[config.mk]
export PLATFORM = sky130hd
export DESIGN_NAME = smbus_timeout_monitor
export DESIGN_NICKNAME = d
export VERILOG_FILES = /design/src/rtl/smbto_pkg.sv /design/src/rtl/smbto_datapath.sv /design/src/rtl/smbto_control.sv /design/src/rtl/smbus_timeout_monitor.sv
export SDC_FILE = /design/constraint.sdc
export NUM_CORES = 1
export LEC_CHECK = 0
export BUFFER_PORTS_ARGS = -buffer_cell sky130_fd_sc_hd__buf_2
export CORE_UTILIZATION = 30
export CTS_BUF_LIST = sky130_fd_sc_hd__clkbuf_8
export CTS_CLUSTER_SIZE = 12
export DETAILED_ROUTE_END_ITERATION = 10
export HOLD_SLACK_MARGIN = 0.08
export PLACE_DENSITY_LB_ADDON = 0.1
export RECOVER_POWER = 25
export SLEW_MARGIN = 20
export SYNTH_ARGS = -nofsm -noshare
export SYNTH_HDL_FRONTEND = slang
export SYNTH_SLANG_ARGS = --single-unit
export TNS_END_PERCENT = 5
[constraint.sdc]
create_clock -name clk -period 2.9 [get_ports clk]
set_clock_uncertainty 0.1 [all_clocks]
set_input_delay 0.58 -clock clk [delete_from_list [all_inputs] [get_ports clk]]
set_output_delay 0.58 -clock clk [all_outputs]
set_load 0.01 [all_outputs]
[src/rtl/smbto_pkg.sv]
package smbto_pkg;
  localparam int LIMIT_W = 12;
  localparam int NUM_LIM = 2;

  typedef struct packed {
    logic [NUM_LIM-1:0] clr;
    logic [NUM_LIM-1:0] inc;
  } ctrlStrobes_t;
endpackage

[src/rtl/smbto_datapath.sv]
module smbto_datapath
  import smbto_pkg::*;
#(
  parameter int LW = LIMIT_W
) (
  input  logic                 clk,
  input  logic                 rstN,
  input  ctrlStrobes_t         strobes,
  input  logic [LW-1:0]        limitA,
  input  logic [LW-1:0]        limitB,
  output logic [NUM_LIM-1:0]   reach
);
  localparam int EW = LW + 1;

  logic [NUM_LIM-1:0][LW-1:0] limits;
  assign limits[0] = limitA;
  assign limits[1] = limitB;

  for (genvar g = 0; g < NUM_LIM; g++) begin : g_cnt
    logic [LW-1:0] count;
    logic [EW-1:0] nextCount;

    assign nextCount = {1'b0, count} + EW'(1);
    // Reached when this tick would bring the total to the limit.
    assign reach[g] = nextCount >= {1'b0, limits[g]};

    always_ff @(posedge clk or negedge rstN) begin
      if (!rstN) begin
        count <= '0;
      end else if (strobes.clr[g]) begin
        count <= '0;
      end else if (strobes.inc[g]) begin
        count <= nextCount[LW-1:0];
      end
    end
  end
endmodule

[src/rtl/smbto_control.sv]
module smbto_control
  import smbto_pkg::*;
(
  input  logic               clk,
  input  logic               rstN,
  input  logic               tick,
  input  logic               sclIn,
  input  logic               sdaIn,
  input  logic               busStart,
  input  logic               busStop,
  input  logic               isMaster,
  input  logic               masterExtend,
  input  logic               slaveExtend,
  input  logic               idleMode,
  input  logic               enA,
  input  logic               enB,
  input  logic               irqEn,
  input  logic               flagClr,
  input  logic [NUM_LIM-1:0] reach,
  output ctrlStrobes_t       strobes,
  output logic               timeoutFlag,
  output logic               irq,
  output logic               stopReq,
  output logic               releaseReq
);
  logic condA;
  logic extendNow;
  logic framing;
  logic hitA;
  logic hitB;
  logic anyHit;
  logic flagQ;
  logic stopQ;
  logic relQ;

  assign condA     = idleMode ? (sclIn & sdaIn) : ~sclIn;
  assign extendNow = isMaster ? masterExtend : slaveExtend;
  assign framing   = busStart | busStop;

  assign hitA   = enA & condA & tick & reach[0];
  assign hitB   = enB & ~framing & extendNow & tick & reach[1];
  assign anyHit = hitA | hitB;

  always_comb begin
    strobes = '0;
    strobes.clr[0] = ~enA | ~condA | hitA;
    strobes.inc[0] = tick & ~reach[0];
    strobes.clr[1] = ~enB | framing | hitB;
    strobes.inc[1] = tick & extendNow & ~reach[1];
  end

  always_ff @(posedge clk or negedge rstN) begin
    if (!rstN) begin
      flagQ <= 1'b0;
      stopQ <= 1'b0;
      relQ  <= 1'b0;
    end else begin
      stopQ <= anyHit & isMaster;
      relQ  <= anyHit & ~isMaster;
      if (anyHit) begin
        flagQ <= 1'b1;
      end else if (flagClr) begin
        flagQ <= 1'b0;
      end
    end
  end

  assign timeoutFlag = flagQ;
  assign irq         = flagQ & irqEn;
  assign stopReq     = stopQ;
  assign releaseReq  = relQ;
endmodule

[src/rtl/smbus_timeout_monitor.sv]
module smbus_timeout_monitor
  import smbto_pkg::*;
#(
  parameter int LW = LIMIT_W
) (
  input  logic          clk,
  input  logic          rstN,
  input  logic          tick,
  input  logic          sclIn,
  input  logic          sdaIn,
  input  logic          busStart,
  input  logic          busStop,
  input  logic          isMaster,
  input  logic          masterExtend,
  input  logic          slaveExtend,
  input  logic          idleMode,
  input  logic          enA,
  input  logic          enB,
  input  logic [LW-1:0] limitA,
  input  logic [LW-1:0] limitB,
  input  logic          irqEn,
  input  logic          flagClr,
  output logic          timeoutFlag,
  output logic          irq,
  output logic          stopReq,
  output logic          releaseReq
);
  ctrlStrobes_t       strobes;
  logic [NUM_LIM-1:0] reach;

  smbto_control i_control (
    .clk          (clk),
    .rstN         (rstN),
    .tick         (tick),
    .sclIn        (sclIn),
    .sdaIn        (sdaIn),
    .busStart     (busStart),
    .busStop      (busStop),
    .isMaster     (isMaster),
    .masterExtend (masterExtend),
    .slaveExtend  (slaveExtend),
    .idleMode     (idleMode),
    .enA          (enA),
    .enB          (enB),
    .irqEn        (irqEn),
    .flagClr      (flagClr),
    .reach        (reach),
    .strobes      (strobes),
    .timeoutFlag  (timeoutFlag),
    .irq          (irq),
    .stopReq      (stopReq),
    .releaseReq   (releaseReq)
  );

  smbto_datapath #(.LW(LW)) i_datapath (
    .clk     (clk),
    .rstN    (rstN),
    .strobes (strobes),
    .limitA  (limitA),
    .limitB  (limitB),
    .reach   (reach)
  );
endmodule

==> key figures, run 1 <==
Status
  – Outcome: complete, but fails checks
  – Failing checks: capacitance limit, slew limit

Placed design
  – Routability Congestion: 0.779
  – Number of I/O port buffers: 42
  – Hpwl dp: 4510 um
  – Placed Instances: 422

Finish
  – Multi-input gate area: 1570 um2
  – Final nets: 403
  – N_diodes: 0
  – P&R area growth vs syn: 38.4%
  – Filler cells: 723
  – Seq. cell area: a little under 700 um2
  – Share of cells above drive strength 1: 0.382
  – Finished Layout Cells: 431

Clocking
  – CTS Sinks: 27
  – Hold-fix buffers at CTS: 0
  – Worst-skew pair later-pin latency: 0.28 ns
  – CTS buffer count: 3
  – Clk slew on worst S/H paths: ~0.10 ns
  – CTS tree: done
  – H-tree depth: 1
  – Clock Tree Root: clkbuf_8
  – Maximum buffer depth of the clock tree: 2

Hold path
  – Hold path start: isMaster
  – Worst Hold Class: in -> reg

GRT
  – Tot GR Track Use: 0.158
  – Met1 track demand over resource: 0.181
  – Vias in the first global route: 2083
  – First-pass GRT wire length: roughly 9400 um
  – Met3 usage: 0.0179
  – Initial antenna violation count: 0
  – Total global routing overflow: 0
  – Pin count of the biggest net entering global routing: 28
  – Most Crowded Layer GR: met2
  – Grt met2 use: 0.302

Synth
  – Most frequent cell after synthesis: inv_1
  – Synth Net Count: about 320
  – #FFs+latches synth: 27
  – Synth Flop Type: dfrtp_1
  – Top post-synthesis cells by area: dfrtp_1 30%, ha_1 16%, inv_1 4.9%
  – Post-Synthesis Cell Area: 2220 um2
  – Netlist cell types: 44
  – Mapped Cells: roughly 250
  – Syn avg cell area: 8.91 um2
  – Post-synth EDFFs: 0
  – FFs w/ async S/R, synth: 1.00
  – Yosys top cell by area: dfrtp_1
  – Top-area cell type share of the netlist area: 0.304
  – Sequential area share after synthesis: 0.304
  – Synth top cells by count: 29 x inv_1, 28 x ha_1, 27 x dfrtp_1
  – Total number of yosys warnings: 0

Worst setup path
  – Crit path capture type: flop
  – Critical Path Source Type: flop
  – Critical Path Start: i_datapath.g_cnt[0].count[2]
  – Critical path type: reg -> reg
  – CP Data Arrival Time: 2.98 ns
  – Critical path peak fanout: 4
  – Critical Path RT: about 3.0 ns
  – RR Startpoint: i_datapath.g_cnt[0].count[2]

STA
  – Final Hold Viols: 0
  – RSZ-0062 raised after global routing: true
  – Final period util: 0.991
  – Fin Setup TNS: 0 ns
  – Fin. max-slew vios: 28
  – Slew @ Worst Pin: 1.57 ns
  – Max frequency: 348 MHz
  – Max_slew headroom: -0.0466
  – Final Setup Violations: 0
  – Tmin final: ~2.9 ns

Route
  – Drt wl/cell: 13.3 um
  – 1st-iter DRT viols: 84
  – Via Count: 2079
  – Total iterations of the first detailed-routing run: 4
  – Final ANT Viol Nets: 0
  – Routed WL: 5720 um
  – # DRC: 0
  – Post-DR vias/cell: 4.82

Floorplan
  – Starting density of the core: 0.318
  – CORE AREA: 6980 um2
  – Die ar.: approximately 7700 um2
  – Die width: 88.0 um
  – Rows: 30
  – Io pins: 43
  – Die Span Y: 88.0 um

Job
  – Max Cap Violations: 1

Power
  – Peak supply drop: about 0.00014 V
  – Static leakage: 0.00163 uW
  – PwrDens: 230 nW/um2
-- sequential cells by signal (all words and copies together) (netlist names) --
register,count
i_control.releaseReq,1
i_control.stopReq,1
i_control.timeoutFlag,1
i_datapath.g_cnt.count,24
-- layout by cell type (no fill, tap or decap), drive strengths merged, types with 5 or more instances in the layout --
cell type / count
a32o: 7
xor2: 8
inv: 29
nand3: 18
a31oi: 5
a22o: 5
nor4: 6
xnor2: 10
ha: 28
dfrtp: 27
nor2: 11
and3: 7
buf: 86
a21oi: 9
a21o: 6
nand2: 17
nand4: 7
o21ai: 9
-- worst max-delay path, cell delays in order, from the launching register on --
cell and delay [ns]:
dfrtp_1 0.37, and4_4 0.23, buf_4 0.13, nand4_4 0.14, nor2_2 0.13, xor2_1 0.21
ha_1 0.28, a21o_1 0.17, a21oi_2 0.14, o21a_1 0.15, nand4_1 0.17, buf_4 0.20
or3_1 0.30, o21ai_1 0.08
-- per-layer routing --
| layer | wire (um) | share of wire | vias to the layer above |
|---|---|---|---|
| li1 | - | - | 1080 |
| met1 | 2580 | 0.45 | 958 |
| met2 | 2930 | 0.51 | 33 |
| met3 | 112 | 0.020 | 8 |
| met4 | 103 | 0.018 | 0 |
| met5 | 0 | 0 | - |
-- cell families (layout without fill, tap and decap cells) --
group,after synthesis,in the layout,share of synthesized area
AND/OR/NAND/NOR,85,85,0.215
AO/OA/AOI/OAI,56,56,0.181
buffers and inverters,34,120,0.0660
adder cells (fa/ha/maj),28,28,0.158
flip-flops,27,27,0.304
XOR/XNOR,18,18,0.0710
multiplexers,1,1,0.00507
-- through the flow --
step | power, uW | hold WS [ns] | worst slack [ns] | area [um2] | utilization
2_1_floorplan | 429 | 0.184 | 0.0798 | 2230 | -
3_3_place_gp | 481 | 0.431 | -0.219 | 2820 | 0.404
3_5_place_dp | 481 | 0.439 | -0.164 | 2820 | 0.404
4_1_cts | 714 | 0.238 | -0.00000222 | 2970 | 0.425
5_1_grt | 739 | 0.371 | -0.117 | 3070 | 0.440
6_report | 705 | 0.365 | 0.0270 | 3070 | 0.440
-- power breakdown --
part	leakage, uW	total, uW	internal, uW	switching, uW
sequential	0.000375	379	377	1.71
combinational	0.00123	98.5	46.6	51.8
clock	0.0000255	228	96.7	131
total	0.00163	705	521	185
-- area by class of cell --
| cell class | count | area share |
|---|---|---|
| repair buffers | 87 | 0.179 |
| clock buffers | 3 | 0.0134 |
| clock inverters | 1 | 0.00163 |
| inverters | 29 | 0.0354 |
| flip-flops and latches | 27 | 0.220 |
| well taps | 96 | 0.0391 |
| multi-input cells | 188 | 0.511 |
-- final timing paths --
check                                                      to  slack [ns]  cells past startpoint
worst max-delay path            i_datapath.g_cnt[0].count[11]        0.03                     13
worst min-delay path                     i_control.releaseReq        0.36                      2
worst max register to register  i_datapath.g_cnt[0].count[11]        0.03                     13
worst min register to register          i_control.timeoutFlag        0.43                      2
max in group asynchronous        i_datapath.g_cnt[0].count[0]        1.11                      1
min in group asynchronous                i_control.releaseReq        0.57                      1
-- repair_timing --
item,CTS,global route
setup buffers,3,2
setup endpoints to repair,9,23
resized for setup,14,24
pin swaps,6,12
No activity file was read; power rests on OpenSTA's default activity.
==> run 2: changes to the inputs <==
- GPL_TIMING_DRIVEN: default -> 0
- PLACE_DENSITY_LB_ADDON: 0.1 -> default
==> run 2 against run 1 <==
  * The run ends with setup timing left
  * Critical path type unchanged
  * Largest cell class unchanged
  * First-iteration DRC count is 15% lower
  * Combinational power is 7.4% lower
  * Critical path depth is 3 lower
==> key figures, run 2 (synthesis gave the netlist of run 1 again) <==
STA
  – Final Setup Violations: 1
  – Max_slew headroom: 0.0215
  – Slew @ Worst Pin: 1.47 ns
  – Fin Setup TNS: -0.00210 ns
  – Fin. max-slew vios: 0
  – PnR worst setup slack: -0.00210 ns
  – Max frequency: 345 MHz
  – Final Hold Viols: 0
  – Tmin final: 2.90 ns
  – RSZ-0062 raised after global routing: true
  – Final period util: 1.00

Route
  – Total iterations of the first detailed-routing run: 4
  – Post-DR vias/cell: about 4.9
  – Final ANT Viol Nets: 0
  – Drt wl/cell: between 10 and 15 um
  – Via Count: 1993
  – 1st-iter DRT viols: 71
  – # DRC: 0
  – Routed WL: 5070 um

GRT
  – Initial antenna violation count: 0
  – First-pass GRT wire length: 8450 um
  – Vias in the first global route: around 1900
  – Met3 usage: 0.0226
  – Most Crowded Layer GR: met2
  – Grt met2 use: 0.252
  – Pin count of the biggest net entering global routing: 28
  – Tot GR Track Use: 0.140
  – Met1 track demand over resource: 0.170
  – Total global routing overflow: 0

Floorplan
  – Die width: 88.0 um
  – Die Span Y: 88.0 um
  – Io pins: between 40 and 50
  – CORE AREA: 6980 um2
  – Die ar.: between 7000 and 8000 um2
  – Starting density of the core: 0.318
  – Rows: 30

Hold path
  – Worst Hold Class: in -> reg

Clocking
  – H-tree depth: 1
  – CTS Sinks: 27
  – Maximum buffer depth of the clock tree: 2
  – Worst-skew pair later-pin latency: 0.27 ns
  – Clk slew on worst S/H paths: approximately 0.1 ns
  – CTS tree: done
  – Hold-fix buffers at CTS: 0
  – CTS buffer count: 3
  – Clock Tree Root: clkbuf_8

Worst setup path
  – Critical Path Source Type: flop
  – Crit path capture type: flop
  – WP buf/inv: 0
  – Critical path peak fanout: 5
  – Critical Path RT: approximately 3.0 ns
  – Slowest-stage cell, CP: dfrtp_1
  – Crit-path max cell delay: 0.44 ns
  – Critical path type: reg -> reg
  – Critical path's top delay family: simple AND/OR/NAND/NOR gates
  – Worst path cell trace: nand4_1, nor4_2, xor2_1, ha_1, a21oi_2, nand2_2, or3_1, or3_4, o21bai_1, a21o_1
  – CP Data Arrival Time: 3.02 ns

Power
  – Combinational group share of total power: 0.131
  – Static leakage: 0.00148 uW
  – PwrDens: between 200 and 250 nW/um2
  – Total net switching power: 176 uW
  – Seq pwr share: 0.547
  – Final Power: 694 uW
  – Clock group share of total power: 0.322
  – Sw frac: 0.254
  – Peak supply drop: roughly 0.00018 V
  – Int Pwr: around 520 uW

Placed design
  – Number of I/O port buffers: 42
  – Hpwl dp: 3740 um
  – Routability Congestion: slightly above 0.8
  – Placed Instances: 387
  – Worst slack at placement: -0.362 ns
  – Post-DP Area: 2560 um2

Status
  – Outcome: complete, but fails checks
  – Failing checks: setup timing

Finish
  – Final nets: 379
  – Share of cells above drive strength 1: 0.334
  – Cell area after layout: 2880 um2
  – N_diodes: 0
  – Finished Layout Cells: 407
  – Most frequent cells in the layout: 41 x buf_2, 29 x inv_1, 27 x ha_1
  – Number of flip-flops in the largest register: 24
  – P&R area growth vs syn: 29.8%
  – Most flops, register: i_datapath.g_cnt.count
  – Most common library cell in the layout ignoring fill and taps: buf_2

Job
  – Max Cap Violations: 0
-- run 2: changes by cell type in the layout (fill, tap and decap cells not counted), moves of 3 or more --
cell	previous run	this run
o21ai_0	4	7
dfrtp_1	26	23
o21ai_1	5	2
buf_4	44	17
dfrtp_2	1	4
-- run 2: power groups by stage --
stage	Clock [uW]	Combinational [uW]	Sequential, uW
2_1_floorplan	0	43.0	386
3_3_place_gp	0	84.8	387
3_5_place_dp	0	87.2	387
4_1_cts	234	90.4	380
5_1_grt	249	106	380
6_report	223	91.2	380
-- run 2: worst paths after layout --
kind	startpoint	to	slack, ns	cells past startpoint
min	isMaster	i_control.releaseReq	0.37	2
max in group asynchronous	rstN	i_datapath.g_cnt[0].count[0]	1.21	1
min reg2reg	i_control.timeoutFlag	i_control.timeoutFlag	0.44	2
max	i_datapath.g_cnt[1].count[4]	i_datapath.g_cnt[1].count[9]	-0.002	10
max reg2reg	i_datapath.g_cnt[1].count[4]	i_datapath.g_cnt[1].count[9]	-0.002	10
min in group asynchronous	rstN	i_datapath.g_cnt[1].count[7]	0.54	1
-- run 2: cell type report --
cell class	instances	area, um2
Sequential cell	27	681
Clock inverter	1	7.51
Clock buffer	3	41.3
Buffer	3	18.8
Inverter	29	109
Fill cell	693	4100
Tap cell	96	120
Multi-Input combinational cell	188	1560
Timing Repair Buffer	60	348
-- run 2: repair_timing --
| action | in CTS | in global routing |
|---|---|---|
| pin swaps | 15 | 15 |
| setup buffers | 14 | 4 |
| endpoints found under the setup margin | 27 | 27 |
| gates resized for setup | 23 | 16 |
-- run 2: per-layer routing --
layer / vias up / wire (um)
met2: 36 / 2570
met3: 4 / 176
met1: 923 / 2280
met5: - / 0
li1: 1030 / -
met4: 0 / 48
-- run 2: per-stage QoR --
step | hold slack (ns) | utilization
after global routing | 0.373 | 0.413
after detailed placement | 0.428 | 0.366
after global placement | 0.427 | 0.366
after floorplan | 0.184 | -
final | 0.371 | 0.413
after CTS | 0.227 | 0.399
